===== config.mk =====
export PLATFORM = sky130hd
export DESIGN_NAME = accalu_top
export DESIGN_NICKNAME = d
export VERILOG_FILES = /design/src/rtl/accalu_pkg.sv /design/src/rtl/accalu_ctrl.sv /design/src/rtl/accalu_dp.sv /design/src/rtl/accalu_top.sv
export SDC_FILE = /design/constraint.sdc
export NUM_CORES = 1
export LEC_CHECK = 0
export ABC_AREA = 1
export BUFFER_PORTS_ARGS = -buffer_cell sky130_fd_sc_hd__clkbuf_2
export CAP_MARGIN = 20
export CELL_PAD_IN_SITES_DETAIL_PLACEMENT = 1
export CELL_PAD_IN_SITES_GLOBAL_PLACEMENT = 1
export CORE_UTILIZATION = 47
export CTS_CLUSTER_DIAMETER = 100
export DETAILED_ROUTE_END_ITERATION = 8
export PLACE_DENSITY_LB_ADDON = 0.08
export SETUP_SLACK_MARGIN = 0.5
export SYNTH_ARGS = -nofsm -noshare
export SYNTH_HDL_FRONTEND = slang
export SYNTH_SLANG_ARGS = --single-unit

===== constraint.sdc =====
create_clock -name clk -period 2.35 [get_ports clk]
set_input_delay 0.3525 -clock clk [delete_from_list [all_inputs] [get_ports clk]]
set_output_delay 0.3525 -clock clk [all_outputs]
set_load 0.01 [all_outputs]

===== src/rtl/accalu_pkg.sv =====
package accalu_pkg;

  localparam int unsigned DATA_W = 8;
  localparam int unsigned OP_W   = 5;

  // status byte bit positions
  localparam int unsigned PSW_CY  = 7;
  localparam int unsigned PSW_AC  = 6;
  localparam int unsigned PSW_F0  = 5;
  localparam int unsigned PSW_RS1 = 4;
  localparam int unsigned PSW_RS0 = 3;
  localparam int unsigned PSW_OV  = 2;
  localparam int unsigned PSW_UD  = 1;
  localparam int unsigned PSW_P   = 0;

  // operation codes
  localparam logic [OP_W-1:0] OP_ADD  = 5'd0;
  localparam logic [OP_W-1:0] OP_ADDC = 5'd1;
  localparam logic [OP_W-1:0] OP_SUBB = 5'd2;
  localparam logic [OP_W-1:0] OP_INC  = 5'd3;
  localparam logic [OP_W-1:0] OP_DEC  = 5'd4;
  localparam logic [OP_W-1:0] OP_AND  = 5'd5;
  localparam logic [OP_W-1:0] OP_OR   = 5'd6;
  localparam logic [OP_W-1:0] OP_XOR  = 5'd7;
  localparam logic [OP_W-1:0] OP_CPLA = 5'd8;
  localparam logic [OP_W-1:0] OP_CLRA = 5'd9;
  localparam logic [OP_W-1:0] OP_RR   = 5'd10;
  localparam logic [OP_W-1:0] OP_RL   = 5'd11;
  localparam logic [OP_W-1:0] OP_RRC  = 5'd12;
  localparam logic [OP_W-1:0] OP_RLC  = 5'd13;
  localparam logic [OP_W-1:0] OP_MUL  = 5'd14;
  localparam logic [OP_W-1:0] OP_DIV  = 5'd15;
  localparam logic [OP_W-1:0] OP_CLRC = 5'd16;
  localparam logic [OP_W-1:0] OP_CPLC = 5'd17;

  typedef enum logic [2:0] {
    SEL_HOLD,
    SEL_ARITH,
    SEL_LOGIC,
    SEL_UNARY,
    SEL_ROT,
    SEL_MUL,
    SEL_DIV
  } resSel_e;

  typedef enum logic [1:0] {
    LF_AND,
    LF_OR,
    LF_XOR
  } logicFn_e;

  typedef struct packed {
    resSel_e  sel;
    logic     sub;
    logic     useCy;
    logic     unitOperand;
    logicFn_e logicFn;
    logic     invA;
    logic     rotLeft;
    logic     rotThru;
    logic     updCy;
    logic     updAcOv;
    logic     clrCy;
    logic     cplCy;
  } aluStrobe_t;

endpackage


===== src/rtl/accalu_ctrl.sv =====
module accalu_ctrl
  import accalu_pkg::*;
#(
  parameter int unsigned OPC_W = OP_W
) (
  input  logic [OPC_W-1:0] opCode,
  output aluStrobe_t       strobe
);

  always_comb begin
    strobe = '0;
    strobe.sel = SEL_HOLD;
    strobe.logicFn = LF_AND;
    case (opCode)
      OP_ADD: begin
        strobe.sel = SEL_ARITH;
        strobe.updCy = 1'b1;
        strobe.updAcOv = 1'b1;
      end
      OP_ADDC: begin
        strobe.sel = SEL_ARITH;
        strobe.useCy = 1'b1;
        strobe.updCy = 1'b1;
        strobe.updAcOv = 1'b1;
      end
      OP_SUBB: begin
        strobe.sel = SEL_ARITH;
        strobe.sub = 1'b1;
        strobe.useCy = 1'b1;
        strobe.updCy = 1'b1;
        strobe.updAcOv = 1'b1;
      end
      OP_INC: begin
        strobe.sel = SEL_ARITH;
        strobe.unitOperand = 1'b1;
      end
      OP_DEC: begin
        strobe.sel = SEL_ARITH;
        strobe.sub = 1'b1;
        strobe.unitOperand = 1'b1;
      end
      OP_AND: begin
        strobe.sel = SEL_LOGIC;
        strobe.logicFn = LF_AND;
      end
      OP_OR: begin
        strobe.sel = SEL_LOGIC;
        strobe.logicFn = LF_OR;
      end
      OP_XOR: begin
        strobe.sel = SEL_LOGIC;
        strobe.logicFn = LF_XOR;
      end
      OP_CPLA: begin
        strobe.sel = SEL_UNARY;
        strobe.invA = 1'b1;
      end
      OP_CLRA: strobe.sel = SEL_UNARY;
      OP_RR:   strobe.sel = SEL_ROT;
      OP_RL: begin
        strobe.sel = SEL_ROT;
        strobe.rotLeft = 1'b1;
      end
      OP_RRC: begin
        strobe.sel = SEL_ROT;
        strobe.rotThru = 1'b1;
        strobe.updCy = 1'b1;
      end
      OP_RLC: begin
        strobe.sel = SEL_ROT;
        strobe.rotLeft = 1'b1;
        strobe.rotThru = 1'b1;
        strobe.updCy = 1'b1;
      end
      OP_MUL: begin
        strobe.sel = SEL_MUL;
        strobe.updCy = 1'b1;
      end
      OP_DIV: begin
        strobe.sel = SEL_DIV;
        strobe.updCy = 1'b1;
      end
      OP_CLRC: strobe.clrCy = 1'b1;
      OP_CPLC: strobe.cplCy = 1'b1;
      default: strobe.sel = SEL_HOLD;
    endcase
  end

endmodule


===== src/rtl/accalu_dp.sv =====
module accalu_dp
  import accalu_pkg::*;
#(
  parameter int unsigned DW      = DATA_W,
  parameter int unsigned AUX_BIT = 4
) (
  input  aluStrobe_t    strobe,
  input  logic [DW-1:0] accIn,
  input  logic [DW-1:0] srcIn,
  input  logic [DW-1:0] bIn,
  input  logic          cyIn,
  input  logic          acIn,
  input  logic          ovIn,
  output logic [DW-1:0] accNext,
  output logic [DW-1:0] bNext,
  output logic          cyNext,
  output logic          acNext,
  output logic          ovNext
);

  localparam int unsigned PW = 2 * DW;

  logic [DW-1:0] opd;
  logic          cin;
  logic [DW:0]   sumFull, difFull;
  logic [AUX_BIT:0] sumLow, difLow;
  logic [DW-1:0] sumMid, difMid;
  logic [DW-1:0] arithRes;
  logic          arithCy, arithAc, arithOv;
  logic [PW-1:0] prod;
  logic [DW-1:0] quot, remd;
  logic          divZero;

  assign opd = strobe.unitOperand ? DW'(1) : srcIn;
  assign cin = strobe.useCy & cyIn;

  // full, nibble and seven-bit partial sums give carry-out, aux carry and carry into the sign bit
  assign sumFull = {1'b0, accIn} + {1'b0, opd} + {{DW{1'b0}}, cin};
  assign difFull = {1'b0, accIn} - {1'b0, opd} - {{DW{1'b0}}, cin};
  assign sumLow  = {1'b0, accIn[AUX_BIT-1:0]} + {1'b0, opd[AUX_BIT-1:0]} + {{AUX_BIT{1'b0}}, cin};
  assign difLow  = {1'b0, accIn[AUX_BIT-1:0]} - {1'b0, opd[AUX_BIT-1:0]} - {{AUX_BIT{1'b0}}, cin};
  assign sumMid  = {1'b0, accIn[DW-2:0]} + {1'b0, opd[DW-2:0]} + {{(DW-1){1'b0}}, cin};
  assign difMid  = {1'b0, accIn[DW-2:0]} - {1'b0, opd[DW-2:0]} - {{(DW-1){1'b0}}, cin};

  always_comb begin
    if (strobe.sub) begin
      arithRes = difFull[DW-1:0];
      arithCy  = difFull[DW];
      arithAc  = difLow[AUX_BIT];
      arithOv  = difMid[DW-1] ^ difFull[DW];
    end else begin
      arithRes = sumFull[DW-1:0];
      arithCy  = sumFull[DW];
      arithAc  = sumLow[AUX_BIT];
      arithOv  = sumMid[DW-1] ^ sumFull[DW];
    end
  end

  assign prod    = {{DW{1'b0}}, accIn} * {{DW{1'b0}}, bIn};
  assign divZero = (bIn == '0);
  assign quot    = divZero ? accIn : accIn / bIn;
  assign remd    = divZero ? bIn : accIn % bIn;

  always_comb begin
    accNext = accIn;
    bNext   = bIn;
    cyNext  = cyIn;
    acNext  = acIn;
    ovNext  = ovIn;
    unique case (strobe.sel)
      SEL_ARITH: begin
        accNext = arithRes;
        if (strobe.updCy) cyNext = arithCy;
        if (strobe.updAcOv) begin
          acNext = arithAc;
          ovNext = arithOv;
        end
      end
      SEL_LOGIC: begin
        unique case (strobe.logicFn)
          LF_OR:   accNext = accIn | srcIn;
          LF_XOR:  accNext = accIn ^ srcIn;
          default: accNext = accIn & srcIn;
        endcase
      end
      SEL_UNARY: accNext = strobe.invA ? ~accIn : '0;
      SEL_ROT: begin
        if (strobe.rotLeft) begin
          accNext = {accIn[DW-2:0], strobe.rotThru ? cyIn : accIn[DW-1]};
          if (strobe.updCy) cyNext = accIn[DW-1];
        end else begin
          accNext = {strobe.rotThru ? cyIn : accIn[0], accIn[DW-1:1]};
          if (strobe.updCy) cyNext = accIn[0];
        end
      end
      SEL_MUL: begin
        accNext = prod[DW-1:0];
        bNext   = prod[PW-1:DW];
        cyNext  = 1'b0;
        ovNext  = |prod[PW-1:DW];
      end
      SEL_DIV: begin
        accNext = quot;
        bNext   = remd;
        cyNext  = 1'b0;
        ovNext  = divZero;
      end
      default: begin
        if (strobe.clrCy) cyNext = 1'b0;
        else if (strobe.cplCy) cyNext = ~cyIn;
      end
    endcase
  end

endmodule


===== src/rtl/accalu_top.sv =====
module accalu_top
  import accalu_pkg::*;
#(
  parameter int unsigned DW        = DATA_W,
  parameter int unsigned OPC_W     = OP_W,
  parameter int unsigned ADDR_W    = 8,
  parameter int unsigned BANK_REGS = 8
) (
  input  logic              clk,
  input  logic              rstN,
  input  logic              opValid,
  input  logic [OPC_W-1:0]  opCode,
  input  logic [DW-1:0]     accIn,
  input  logic [DW-1:0]     srcIn,
  input  logic [DW-1:0]     bIn,
  input  logic [7:0]        pswIn,
  output logic              resValid,
  output logic [DW-1:0]     accOut,
  output logic [DW-1:0]     bOut,
  output logic [7:0]        pswOut,
  output logic [ADDR_W-1:0] bankBase
);

  aluStrobe_t    strobe;
  logic [DW-1:0] accNext, bNext;
  logic          cyNext, acNext, ovNext;
  logic [7:0]    pswNext;

  accalu_ctrl #(.OPC_W(OPC_W)) uCtrl (
    .opCode (opCode),
    .strobe (strobe)
  );

  accalu_dp #(.DW(DW), .AUX_BIT(4)) uDp (
    .strobe  (strobe),
    .accIn   (accIn),
    .srcIn   (srcIn),
    .bIn     (bIn),
    .cyIn    (pswIn[PSW_CY]),
    .acIn    (pswIn[PSW_AC]),
    .ovIn    (pswIn[PSW_OV]),
    .accNext (accNext),
    .bNext   (bNext),
    .cyNext  (cyNext),
    .acNext  (acNext),
    .ovNext  (ovNext)
  );

  always_comb begin
    pswNext         = pswIn;
    pswNext[PSW_CY] = cyNext;
    pswNext[PSW_AC] = acNext;
    pswNext[PSW_OV] = ovNext;
    pswNext[PSW_P]  = ^accNext;
  end

  always_ff @(posedge clk or negedge rstN) begin
    if (!rstN) begin
      resValid <= 1'b0;
      accOut   <= '0;
      bOut     <= '0;
      pswOut   <= '0;
    end else begin
      resValid <= opValid;
      if (opValid) begin
        accOut <= accNext;
        bOut   <= bNext;
        pswOut <= pswNext;
      end
    end
  end

  assign bankBase = ADDR_W'({pswOut[PSW_RS1], pswOut[PSW_RS0]}) * ADDR_W'(BANK_REGS);

  AST_IDLE_HOLDS: assert property (@(posedge clk) disable iff (!rstN)
    !$past(opValid) |-> ($stable(accOut) && $stable(bOut) && $stable(pswOut)));

  AST_PSW_PASSTHRU: assert property (@(posedge clk) disable iff (!rstN)
    $past(opValid) |-> ({pswOut[PSW_F0], pswOut[PSW_RS1], pswOut[PSW_RS0], pswOut[PSW_UD]} ==
                        $past({pswIn[PSW_F0], pswIn[PSW_RS1], pswIn[PSW_RS0], pswIn[PSW_UD]})));

  AST_PLAIN_OPS_KEEP_FLAGS: assert property (@(posedge clk) disable iff (!rstN)
    ($past(opValid) && ($past(opCode) >= OP_INC) && ($past(opCode) <= OP_CLRA)) |->
      ({pswOut[PSW_CY], pswOut[PSW_AC], pswOut[PSW_OV]} ==
       $past({pswIn[PSW_CY], pswIn[PSW_AC], pswIn[PSW_OV]})));

  AST_ROT_KEEP_AC_OV: assert property (@(posedge clk) disable iff (!rstN)
    ($past(opValid) && ($past(opCode) >= OP_RR) && ($past(opCode) <= OP_RLC)) |->
      ({pswOut[PSW_AC], pswOut[PSW_OV]} == $past({pswIn[PSW_AC], pswIn[PSW_OV]})));

  AST_MUL_CLEARS_CY: assert property (@(posedge clk) disable iff (!rstN)
    ($past(opValid) && ($past(opCode) == OP_MUL)) |-> !pswOut[PSW_CY]);

  AST_DIV_ZERO_FLAGS: assert property (@(posedge clk) disable iff (!rstN)
    ($past(opValid) && ($past(opCode) == OP_DIV) && ($past(bIn) == '0)) |->
      (pswOut[PSW_OV] && !pswOut[PSW_CY]));

  AST_CLRC_CLEARS: assert property (@(posedge clk) disable iff (!rstN)
    ($past(opValid) && ($past(opCode) == OP_CLRC)) |-> (!pswOut[PSW_CY] && (accOut == $past(accIn))));

  AST_PARITY_TRACKS_ACC: assert property (@(posedge clk) disable iff (!rstN)
    resValid |-> (pswOut[PSW_P] == ^accOut));

  AST_UNUSED_CODE_NOP: assert property (@(posedge clk) disable iff (!rstN)
    ($past(opValid) && ($past(opCode) > OP_CPLC)) |->
      ((accOut == $past(accIn)) && (bOut == $past(bIn)) && (pswOut[7:1] == $past(pswIn[7:1]))));

  AST_B_PASSTHRU: assert property (@(posedge clk) disable iff (!rstN)
    ($past(opValid) && ($past(opCode) != OP_MUL) && ($past(opCode) != OP_DIV)) |->
      (bOut == $past(bIn)));

endmodule


==> results of run 1 <==
## cell families after synthesis
family / count (synthesis)
simple gates: 618
buf+inv: 276
fa+ha+maj: 157
compound gates: 138
xor+xnor: 40
flops: 25
other cells: 1
## stage by stage
step                    cells  hold slack, ns  setup WS [ns]  TNS (ns)
after floorplan          1260          0.0569          -5.96    -74.70
after global placement   1778           0.389          -6.33    -86.10
## synth_stat cells, types with 6 or more instances
library cell  instances
a21oi_1              50
and2_1                7
buf_2                 8
buf_4                 9
clkbuf_1             18
dfrtp_1              25
fa_1                 41
ha_1                116
inv_1               227
inv_2                 6
nand2_1             359
nand2_2               9
nand3_1              92
nand4_1              17
nor2_1               91
nor2_2                6
nor3_1               11
o211ai_1              9
o21ai_0              47
o21ai_1               7
or2_2                12
xnor2_1              14
xor2_1               26
==> flow_summary.json, run 1 <==
{
  "status": "did not finish",
  "lastStage": "detailed placement",
  "stop_error": "[ERROR DPL-0033] detailed placement checks failed during check placement.",
  "yosys-top-cells-area": "ha_1 (19%), nand2_1 (17%), inv_1 (11%)",
  "synth_edf_count": 0,
  "synth-adder-area-share": 0.291,
  "yosys.area.top_type": "ha_1",
  "synth_xor_area_frac": 0.0448,
  "yosysSeqAreaShare": 0.0800,
  "synth_top_family_by_area": "simple AND/OR/NAND/NOR gates",
  "io_pins": 73,
  "io_buffers": 65,
  "die_h_um": 131,
  "avgSynthCellArea_sq_um": 6.23,
  "synthMuxAreaShare": 0,
  "synth_ff_type": "dfrtp_1",
  "rows": 46,
  "async_flop_share": 1.00,
  "gp_congestion": 0.936,
  "synth_cell_types": 43,
  "yosysWarnings": 0,
  "start_util": 0.487,
  "dieWidth_um": 131,
  "synth_top_area_frac": 0.186,
  "synthesis.area_sq_um": 7820,
  "synth_compound_area_frac": 0.102,
  "syn-instance-count": 1255,
  "synth-seq-cells": 25,
  "hpwl_um": 33000,
  "yosys.area_share.simple": 0.339
}
==> run 2: changes to the inputs <==
--- a/config.mk
+++ b/config.mk
@@ -8,13 +8,9 @@
 export ABC_AREA = 1
 export BUFFER_PORTS_ARGS = -buffer_cell sky130_fd_sc_hd__clkbuf_2
 export CAP_MARGIN = 20
-export CELL_PAD_IN_SITES_DETAIL_PLACEMENT = 1
-export CELL_PAD_IN_SITES_GLOBAL_PLACEMENT = 1
-export CORE_UTILIZATION = 47
-export CTS_CLUSTER_DIAMETER = 100
+export CORE_UTILIZATION = 40
 export DETAILED_ROUTE_END_ITERATION = 8
-export PLACE_DENSITY_LB_ADDON = 0.08
-export SETUP_SLACK_MARGIN = 0.5
+export PLACE_DENSITY_LB_ADDON = 0.15
 export SYNTH_ARGS = -nofsm -noshare
 export SYNTH_HDL_FRONTEND = slang
 export SYNTH_SLANG_ARGS = --single-unit
==> flow_summary.json, run 2 <==
{
  "clock-sinks": 25,
  "final_cell_area_sq_um": 13200,
  "grt_overflow": 0,
  "setup_ws_ns": -6.41,
  "core_area_sq_um": 19000,
  "critPathLaunchType": "primary input",
  "critical_path_class": "in -> reg",
  "start_util": 0.412,
  "post-route-min-period_ns": 8.76,
  "pwr_density_cell_nw_per_um2": 525,
  "io_pins": 73,
  "first_global_vias": 9629,
  "die_h_um": 142,
  "fin_worst_skew_ns": 0,
  "drive_above_1_share": 0.471,
  "mostFrequentLayoutCell": "buf_4",
  "antenna_found_initial": 1,
  "critPathMaxFanout": 6,
  "dieWidth_um": 142,
  "slowest_delay_ns": 0.30,
  "leakagePower_nw": 7.09,
  "layout.cells.non_filler": 1936,
  "gp_congestion": 0.926,
  "drtAntennaViolNets": 0,
  "dp_cells": 1831,
  "async_flop_share": 1.00,
  "post_dp_cell_area_sq_um": 10900,
  "status": "complete, but fails checks",
  "synth_ff_type": "dfrtp_1",
  "rows": 50,
  "ys_top_cells_by_count": "nand2_1 (359), inv_1 (227), ha_1 (116)",
  "synth_top_area_frac": 0.186,
  "cts_inserted_buffers": 3,
  "worst_pin_slew_ns": 0.631,
  "clockRootBuffer": "clkbuf_16",
  "relSlewSlack": 0.579,
  "clkSlewWorstSetupHoldPaths_ns": 0.06,
  "synthesis.area_sq_um": 7820,
  "pre_cts_ws_ns": -6.59,
  "area.growth.synth_to_final_pct": 68.9,
  "vias": 9633,
  "slew_viol_final": 0,
  "cts_tree": "yes",
  "fin_util": 0.697,
  "synth_cell_types": 43,
  "yosysSeqAreaShare": 0.0800,
  "drt-pass1-iter-count": 5,
  "clk_path_buf_depth": 2,
  "yosys-top-cells-area": "ha_1 (19%), nand2_1 (17%), inv_1 (11%)",
  "syn-instance-count": 1255,
  "holdCritPathClass": "in -> async",
  "finalSetupViolCount": 20,
  "io_buffers": 65,
  "nets": 1874,
  "wl_um": 30100,
  "yosysWarnings": 0,
  "yosys.area.top_type": "ha_1",
  "synth_edf_count": 0,
  "violations": "negative setup slack",
  "reg.largest.list": "accOut (8), bOut (8), pswOut (8)",
  "hpwl_um": 22300,
  "path_common_cell": "nand2_2",
  "fin_crit_sh": 3.73,
  "avgSynthCellArea_sq_um": 6.23,
  "max_freq_mhz": 114,
  "htreeDepth": 1,
  "synth-seq-cells": 25,
  "most-common-layout-cells": "buf_4 (326), nand2_1 (290), inv_1 (179)",
  "dieArea_sq_um": 20100,
  "post_drt_wl_per_cell_um": 15.6,
  "crit_path_top_delay_cell": "ha_4",
  "drt_iter0_markers": 432,
  "grt_max_degree": 26,
  "clk_latency_ns": 0.25,
  "track_usage": 0.289,
  "cp-end-kind": "register",
  "drv_cap": 0,
  "num_antenna_cells": 0,
  "synth.most_common_cell": "nand2_1",
  "cp.arrival_ns": 8.91,
  "grt_pass1_wl_um": 46000,
  "viasPerCell": 4.98,
  "rsz0062_at_grt": "yes",
  "hold_viol": 0,
  "crit_required_ns": 2.50,
  "route.detailed.drc": 0,
  "ir_worst_vdd_mv": 0.407
}
-- run 2: cell counts after synthesis --
Identical to the previous run, type by type.
-- run 2: area by class of cell --
type	count	area, sq um
well taps	260	325
repair buffers	451	3670
multi-input cells	959	7570
inverters	236	923
flip-flops and latches	25	626
repair inverters	1	7.51
clock buffers	4	78.8
fillers	1519	5750
-- run 2: cells by family (layout without fill, tap and decap cells) --
family,Yosys count,count (layout),synth area share
fa+ha+maj,157,157,0.291
xor+xnor,40,40,0.0448
other cells,1,6,0.000480
flops,25,25,0.0800
buf+inv,276,692,0.143
simple gates,618,618,0.339
compound gates,138,138,0.102
-- run 2: final timing paths --
path / endpoint / slack [ns] / cells past startpoint / start
setup / recovery: pswOut[0]$_DFFE_PN0P_ / -6.41 / 74 / bIn[0]
hold / removal: accOut[0]$_DFFE_PN0P_ / 0.11 / 1 / rstN
setup reg to reg: bOut[6]$_DFFE_PN0P_ / 1.50 / 3 / bOut[6]$_DFFE_PN0P_
hold reg to reg: pswOut[5]$_DFFE_PN0P_ / 0.47 / 2 / pswOut[5]$_DFFE_PN0P_
max in group asynchronous: accOut[3]$_DFFE_PN0P_ / 1.84 / 1 / rstN
min in group clk: pswOut[5]$_DFFE_PN0P_ / 0.30 / 3 / pswIn[5]
-- run 2: per-stage QoR --
| stage | total power, mW | setup TNS, ns | hold slack (ns) |
|---|---|---|---|
| 2_1_floorplan | 3.30 | -74.70 | 0.0569 |
| 3_3_place_gp | 5.21 | -86.25 | 0.394 |
| 3_5_place_dp | 5.27 | -88.84 | 0.402 |
| 6_report | 6.93 | -84.80 | 0.106 |
| 5_1_grt | 7.53 | -93.46 | 0.147 |
| 4_1_cts | 6.31 | -79.88 | 0.127 |
-- run 2: power breakdown --
part	total, mW	switching [mW]	internal, mW
Sequential	0.518	0.0327	0.486
Combinational	6.03	3.03	3.00
Clock	0.376	0.144	0.232
Total	6.93	3.21	3.72
-- run 2: what timing repair did --
item                       in CTS  in global routing
pin swaps                     131                147
gates resized for setup       198                176
hold buffers                    0                  0
setup endpoints to repair      20                 20
gates cloned                    1                  0
buffers inserted               79                 30
-- run 2: layer usage --
layer	vias up	share of wire	track usage
li1	4778	-	-
met1	4553	0.42	0.354
met2	229	0.50	0.522
met3	71	0.050	0.0398
met4	2	0.036	0.0883
met5	-	0.00033	0
-- run 2: worst max-delay path: cells and delay by family --
kind	cells	cell delay (ns)
AND/OR/NAND/NOR	41	3.79
adder cells (fa/ha/maj)	8	2.14
buffers and inverters	16	1.35
AO/OA/AOI/OAI	8	1.11
XOR/XNOR	1	0.10
Note: power is estimated with default switching activity, not from simulation.
